File: src/rtl/sar_pkg.sv
package sar_pkg;
  // Per-cycle orders from the control to the bit register
  typedef struct packed {
    logic clearAll;    // master reset: empty register and serial line
    logic startNow;    // load the first trial
    logic decideNow;   // resolve the bit under trial, raise the next one
    logic serialLoad;  // serial line carries serialVal this period
    logic serialVal;
    logic dBit;        // synchronized comparator decision
  } sarStrobes_t;
endpackage

File: src/rtl/sar_sync.sv
module sar_sync #(
  parameter int STAGES = 2
) (
  input  logic clk,
  input  logic rst,
  input  logic din,
  output logic dout
);
  logic [STAGES-1:0] chain;

  always_ff @(posedge clk) begin
    if (rst) chain <= '0;
    else     chain <= {chain[STAGES-2:0], din};
  end

  assign dout = chain[STAGES-1];
endmodule

File: src/rtl/sar_control.sv
module sar_control
  import sar_pkg::*;
#(
  parameter int WIDTH    = 8,
  parameter bit FEED_FWD = 1'b0,
  parameter int PTR_W    = $clog2(WIDTH + 1)
) (
  input  logic             clk,
  input  logic             rst,
  input  logic             startConv,
  input  logic             modeCtl,
  input  logic             dSync,
  output sarStrobes_t      strobes,
  output logic [PTR_W-1:0] ptr,
  output logic             convDone
);
  localparam logic [PTR_W-1:0] IDLE_PTR = PTR_W'(WIDTH);
  localparam logic [PTR_W-1:0] MSB_PTR  = PTR_W'(WIDTH - 1);

  logic prevStart, doneFlag, ninthDue, mrHeld;
  logic active, mrHit, startNow, decideNow, lastHit, ffHit;

  always_comb begin
    active    = (ptr != IDLE_PTR);
    mrHit     = (FEED_FWD == 1'b0) && modeCtl;
    startNow  = !mrHit && startConv &&
                (!prevStart || mrHeld || ((FEED_FWD != 1'b0) && doneFlag));
    decideNow = !mrHit && !startNow && active;
    lastHit   = decideNow && (ptr == '0);
    ffHit     = (FEED_FWD != 1'b0) && modeCtl && decideNow;

    strobes.clearAll   = mrHit;
    strobes.startNow   = startNow;
    strobes.decideNow  = decideNow;
    strobes.serialLoad = (decideNow && !doneFlag) ||
                         (!mrHit && !startNow && doneFlag && ninthDue);
    strobes.serialVal  = dSync;
    strobes.dBit       = dSync;
  end

  always_ff @(posedge clk) begin
    if (rst) begin
      prevStart <= 1'b0;
      ptr       <= IDLE_PTR;
      doneFlag  <= 1'b0;
      ninthDue  <= 1'b0;
      mrHeld    <= 1'b0;
    end else begin
      prevStart <= startConv;
      if (mrHit) begin
        ptr      <= IDLE_PTR;
        doneFlag <= 1'b0;
        ninthDue <= 1'b0;
        mrHeld   <= 1'b1;
      end else if (startNow) begin
        ptr      <= MSB_PTR;
        doneFlag <= 1'b0;
        ninthDue <= 1'b0;
        mrHeld   <= 1'b0;
      end else begin
        if (decideNow) ptr <= (ptr == '0) ? IDLE_PTR : ptr - PTR_W'(1);
        if ((lastHit || ffHit) && !doneFlag) begin
          doneFlag <= 1'b1;
          ninthDue <= 1'b1;
        end else if (doneFlag) begin
          ninthDue <= 1'b0;
        end
      end
    end
  end

  // Flag reaches the port half a cycle after the deciding edge
  always_ff @(negedge clk) begin
    if (rst) convDone <= 1'b0;
    else     convDone <= doneFlag;
  end


  trial_walks_down_chk: assert property (@(posedge clk) disable iff (rst)
    (decideNow && ptr != '0) |=> (ptr == $past(ptr) - PTR_W'(1)));


  done_source_chk: assert property (@(posedge clk) disable iff (rst)
    $rose(doneFlag) |-> ($past(ptr) == '0 || ((FEED_FWD != 1'b0) && $past(modeCtl))));


  ff_recirc_chk: assert property (@(posedge clk) disable iff (rst)
    ((FEED_FWD != 1'b0) && startConv && doneFlag) |=> (ptr == MSB_PTR));
endmodule

File: src/rtl/sar_datapath.sv
module sar_datapath
  import sar_pkg::*;
#(
  parameter int WIDTH = 8,
  parameter int PTR_W = $clog2(WIDTH + 1)
) (
  input  logic             clk,
  input  logic             rst,
  input  sarStrobes_t      strobes,
  input  logic [PTR_W-1:0] ptr,
  output logic [WIDTH-1:0] bitsQ,
  output logic             serialOut
);
  localparam logic [WIDTH-1:0] MSB_ONE = {1'b1, {(WIDTH-1){1'b0}}};

  always_ff @(posedge clk) begin
    if (rst || strobes.clearAll) begin
      bitsQ     <= '0;
      serialOut <= 1'b0;
    end else begin
      serialOut <= strobes.serialLoad ? strobes.serialVal : 1'b0;
      if (strobes.startNow) begin
        bitsQ <= MSB_ONE;
      end else if (strobes.decideNow) begin
        for (int i = 0; i < WIDTH; i++) begin
          if (i == int'(ptr))          bitsQ[i] <= strobes.dBit;
          else if (i + 1 == int'(ptr)) bitsQ[i] <= 1'b1;
        end
      end
    end
  end


  start_loads_msb_chk: assert property (@(posedge clk) disable iff (rst)
    strobes.startNow |=> (bitsQ == MSB_ONE));


  clear_empties_chk: assert property (@(posedge clk) disable iff (rst)
    strobes.clearAll |=> (bitsQ == '0 && !serialOut));


  start_mutes_serial_chk: assert property (@(posedge clk) disable iff (rst)
    strobes.startNow |=> !serialOut);
endmodule

File: src/rtl/sar_ctrl.sv
module sar_ctrl
  import sar_pkg::*;
#(
  parameter int WIDTH     = 8,
  parameter bit FEED_FWD  = 1'b0,
  parameter int SYNC_DEPTH = 2
) (
  input  logic             clk,
  input  logic             rst,
  input  logic             startConv,
  input  logic             compIn,
  input  logic             modeCtl,
  output logic [WIDTH-1:0] bitsOut,
  output logic             serialOut,
  output logic             convDone
);
  localparam int PTR_W = $clog2(WIDTH + 1);

  logic             dSync;
  sarStrobes_t      strobes;
  logic [PTR_W-1:0] ptr;

  sar_sync #(.STAGES(SYNC_DEPTH)) sync_i (
    .clk(clk), .rst(rst), .din(compIn), .dout(dSync)
  );

  sar_control #(.WIDTH(WIDTH), .FEED_FWD(FEED_FWD), .PTR_W(PTR_W)) ctrl_i (
    .clk(clk), .rst(rst), .startConv(startConv), .modeCtl(modeCtl),
    .dSync(dSync), .strobes(strobes), .ptr(ptr), .convDone(convDone)
  );

  sar_datapath #(.WIDTH(WIDTH), .PTR_W(PTR_W)) dp_i (
    .clk(clk), .rst(rst), .strobes(strobes), .ptr(ptr),
    .bitsQ(bitsOut), .serialOut(serialOut)
  );
endmodule

File: config.mk
export PLATFORM = sky130hd
export DESIGN_NAME = sar_ctrl
export DESIGN_NICKNAME = d
export VERILOG_FILES = /design/src/rtl/sar_pkg.sv /design/src/rtl/sar_sync.sv /design/src/rtl/sar_control.sv /design/src/rtl/sar_datapath.sv /design/src/rtl/sar_ctrl.sv
export SDC_FILE = /design/constraint.sdc
export NUM_CORES = 1
export LEC_CHECK = 0
export ABC_AREA = 0
export CAP_MARGIN = 0
export CORE_ASPECT_RATIO = 0.9
export CORE_UTILIZATION = 48
export CTS_CLUSTER_DIAMETER = 200
export CTS_CLUSTER_SIZE = 30
export DETAILED_ROUTE_END_ITERATION = 8
export MAX_ROUTING_LAYER = met4
export PLACE_DENSITY_LB_ADDON = 0.25
export SLEW_MARGIN = 25
export SYNTH_ARGS = -nofsm -noshare
export SYNTH_HDL_FRONTEND = slang
export SYNTH_SLANG_ARGS = --single-unit
File: constraint.sdc
create_clock -name clk -period 1.55 [get_ports clk]
set_input_delay 0.2325 -clock clk [delete_from_list [all_inputs] [get_ports clk]]
set_output_delay 0.2325 -clock clk [all_outputs]
set_load 0.01 [all_outputs]
# [Yosys cells after proc, flatten, opt, wreduce, memory -nomap -nowiden]
# Index checks and enable logic that the tools add are counted.
[classes] addsub=1 eq_ne=9 muxes=25 bitwise=1 reduce_logical=41
[op_table] op="4-bit == test (first input constant)" n=5
[op_table] op="1-bit 2-to-1 mux" n=20
[op_table] op="2-bit nonzero test" n=10
[op_table] op="8-bit 2-to-1 mux" n=2
[op_table] op="2-bit AND reduction" n=8
[op_table] op="4-bit 2-to-1 mux" n=3
[op_table] op="1-bit logical AND" n=9
[op_table] op="3-bit by 4-bit == test with 1-bit output (first input constant)" n=2
[op_table] op="4-bit zero test" n=2
[op_table] op="2-bit OR reduction" n=3
[op_table] op="2-bit by 4-bit == test with 1-bit output (first input constant)" n=1
[op_table] op="1-bit zero test" n=4
[op_table] op="4-bit != test (second input constant)" n=1
[op_table] op="4-bit by 1-bit subtractor with 4-bit output (second input constant)" n=1
[op_table] op="1-bit logical OR" n=3
[op_table] op="3-bit nonzero test" n=1
[op_table] op="3-bit OR reduction" n=1
[op_table] op="1-bit NOT" n=1
[word_totals] register_bits=20 input_bits=5 output_inout_bits=10

# [Depth between registers and ports, before layout]
[depth] ltp_word=10 mapped_depth=5 mapped_depth_nobuf=4

# [Modules after synthesis]
# Synthesis repeated with hierarchy kept, for this count alone.
[hier_totals] hier_cells=100 hier_area_um2=944.7
[modules_own_cells] mod="sar_datapath" n_inst=1 cells_each=51 area_each_um2=466.7 seq_area_each_um2=180.2
[modules_own_cells] mod="sar_control" n_inst=1 cells_each=45 area_each_um2=425.4 seq_area_each_um2=180.2
[modules_own_cells] mod="sar_sync" n_inst=1 cells_each=4 area_each_um2=52.6 seq_area_each_um2=40.0

==> results by group <==
Worst setup path
  – Critical Setup Path Class: reg2out
  – Worst EP arrival: 1530 ps
  – CP Launch Point: ctrl_i.convDone$_SDFF_NP0_
  – Master of the slowest instance on the critical path: dfxtp_1
  – Longest individual stage delay on the worst path: 280 ps
  – Critical path buffers and inverters: 1
  – Worst reg-to-reg setup slack: 160 ps
  – FF-to-FF path depth: 4
  – Critical Path, Cell by Cell: buf_2
  – Critical Path End: convDone
  – Crit path capture type: output pin
  – Launch instance of the worst register-to-register path: ctrl_i.ptr[1]$_SDFFE_PP0P_
  – Required time of the critical path: 1320 ps
  – Startpoint class of the critical path: flip-flop
  – Critical-path maximum fanout: 1
  – Worst flop-to-flop path endpoint: dp_i.bitsQ[7]$_SDFFE_PP0P_
  – Cell family contributing the most delay on the critical path: flip-flops
  – Critical path depth: 1

GRT
  – Global-route total usage across every layer: 21.1%
  – Met2 demand-to-capacity share in global routing: 34.2%
  – Total congestion overflow: 0
  – Busiest grt layer: met2
  – First-pass GRT wire length: 2.57 mm
  – Antenna violations before repair: 0
  – GR Layer Usage met1: 25.2%
  – Met3 Usage GRT: 8.11%
  – Largest net degree at the start of global routing: 12
  – Vias in the first global route: 597

Pwr
  – Fraction of power consumed by combinational cells: 10.8%
  – Power per Cell Area: 859 nW/um2
  – Worst voltage drop across the vdd grid: 0.696 mV
  – Internal power: 0.677 mW
  – Clock network power share: 28.7%
  – Leakage power: 0.381 nW
  – Sequential share of power: 60.5%
  – Switching portion of total power: 23.7%
  – Design Power: 0.887 mW
  – Switching Power: 0.210 mW

Floorplan
  – Horizontal extent of the die: 44.9 um
  – Standard-cell row count: 13
  – Die area: 1820 um2
  – Floorplan die height: 40.6 um
  – Initial core utilization: 53.1%
  – Top-level port count: 15
  – CORE AREA: 1500 um2

STA
  – Final-report hold violation count: 0
  – Setup clock skew after layout: 53.8 ps
  – Total Negative Setup Slacks: -210 ps
  – Transition time of the tightest slew-check pin: 361 ps
  – RSZ-0062 raised after global routing: yes
  – Final setup viols: 1
  – Minimum setup slack in the final design: -210 ps
  – Fin Hold WS: 448 ps
  – Max-slew headroom: 75.8%
  – Final number of max-transition violations: 0

Routing
  – DRC violations left: 0
  – Average wire per standard cell: 11.7 um
  – Antenna Violating Nets Remaining: 0
  – Count of TritonRoute iterations in the first routing pass: 4
  – First DRT Iteration DRCs: 33
  – Count of vias placed by the detailed router: 720
  – Average via count per standard cell: 5.37
  – Routed WL: 1.57 mm

Clocking
  – Hold buffer count at cts: 0
  – Total clock sinks: 20
  – TritonCTS clock tree: done
  – Register clock-pin slew on the reported worst setup and hold paths: 90 ps
  – Insertion delay of the later-clocked pin in the worst-skew pair: 340 ps
  – H-Tree Depth: 1
  – TritonCTS Buffers: 3
  – Clock tree root driver cell: clkbuf_4
  – Buffer levels on the longest clock path: 2

Synthesis
  – Leading cell types by total area after synthesis: dfxtp_1, a21oi_1, nor3_1, nor2_1, nor2b_1
  – Number of unique standard cell types used by synthesis: 26
  – Synthesized netlist cell count: 89
  – Largest area contributor in the netlist: dfxtp_1
  – Share of the synthesized area in the top cell type: 50.4%
  – Synthesized area per cell: 8.93 um2
  – Cell types with the highest counts after synthesis: dfxtp_1, a21oi_1, nor2_1, nor3_1, nand2_1
  – Fraction of the yosys area taken by sequential cells: 50.4%
  – Leading register cell type out of synthesis: dfxtp_1
  – FFs w/ async S/R, synth: 0%
  – Most used standard cell by instance count after synthesis: dfxtp_1
  – Number of flops mapped to enable cells by yosys: 0
  – Number of nets in the synthesized netlist: 94
  – Netlist area before placement: 795 um2
  – Register bit count reported by yosys: 20
  – Yosys Warn Count: 0

Placement
  – Post-placement cell count: 130
  – Placed wire-length estimate after detailed placement: 1.22 mm
  – Post-placement cell area: 1010 um2
  – Pre-CTS setup slack: -269 ps
  – Buffers added on ports: 14
  – Routability congestion estimate: 0.775

Finish
  – NumNets Final: 118
  – Ant diodes: 0
  – Filler cells: 137
  – Post-layout instance count excluding filler cells: 134
  – Layout Utilization: 69.0%
  – Area of all placed cells without fillers: 1030 um2
  – Share of final-layout standard cells stronger than drive strength 1: 15.2%
  – Relative area change from synthesis to final layout: 29.9%

Worst hold path
  – Worst hold path class: reg2reg

Job
  – Number of maximum-capacitance violations: 0

Status
  – Violations in the final reports: negative setup slack
  – Outcome: finished with violations
[sequential cells by signal (all words and copies together) (netlist names)]
register and count:
dp_i.bitsQ 8, ctrl_i.ptr 4, sync_i.chain 2, ctrl_i.convDone 1, ctrl_i.doneFlag 1, ctrl_i.mrHeld 1, ctrl_i.ninthDue 1, ctrl_i.prevStart 1
dp_i.serialOut 1
[repair_timing]
item / CTS / global route
setup buffers: 0 / 0
endpoints found under the setup margin: 1 / 1
resized for setup: 4 / 0
[area by class of cell]
type / count / area (um2) / share of cell area, %
timing repair buffer: 23 / 203 / 19.6
tap: 22 / 27.5 / 2.67
multi-input combinational: 61 / 360 / 34.9
inverter: 3 / 11.3 / 1.09
clock buffer: 4 / 26.3 / 2.55
sequential: 20 / 400 / 38.8
clock inverter: 1 / 3.75 / 0.364
[cells in the final DEF, fill, tap and decap left out, types with 2 or more instances in the layout]
cell type	n
a311oi_1	2
o22ai_1	2
clkbuf_4	3
a211oi_1	3
a21oi_1	8
nor2b_1	4
o21ai_0	2
a31oi_1	3
inv_1	4
mux2i_1	2
dfxtp_1	20
nor3_1	8
and3_1	2
buf_4	9
nor3b_1	2
nor2_1	8
nand2_1	6
clkdlybuf4s50_1	13
[cells by family (layout without fill, tap and decap cells)]
logic type	count (synthesis)	in the layout	share of synthesized area [%]
AOI/OAI and AO/OA	22	22	18.0
buffers and inverters	8	31	4.25
DFF	20	20	50.4
muxes	2	2	2.52
and+or+nand+nor	37	37	24.9
[per-layer routing]
metal  wire length, um  share of wire, %
met3               100               6.4
met5                 0                 0
met2               743                47
met1               714                46
met4                11              0.70
[power groups by stage]
stage               Clock (mW)  Combinational, mW  Sequential [mW]
global route             0.297              0.105            0.539
CTS                      0.266             0.0956            0.537
detailed placement     0.00807             0.0951            0.548
global placement       0.00807             0.0932            0.548
finish                   0.254             0.0958            0.537
floorplan              0.00807             0.0570            0.544
[how the worst min path moves through the flow]
stage | depth (start not counted) | to | start
6_report | 1 | sync_i.chain[1]$_SDFF_PP0_ | sync_i.chain[0]$_SDFF_PP0_
5_1_grt | 1 | sync_i.chain[1]$_SDFF_PP0_ | sync_i.chain[0]$_SDFF_PP0_
4_1_cts | 1 | sync_i.chain[1]$_SDFF_PP0_ | sync_i.chain[0]$_SDFF_PP0_
3_5_place_dp | 1 | sync_i.chain[1]$_SDFF_PP0_ | sync_i.chain[0]$_SDFF_PP0_
3_3_place_gp | 1 | sync_i.chain[1]$_SDFF_PP0_ | sync_i.chain[0]$_SDFF_PP0_
2_1_floorplan | 2 | ctrl_i.prevStart$_SDFF_PP0_ | startConv
Power figures use the tool's default switching activity.
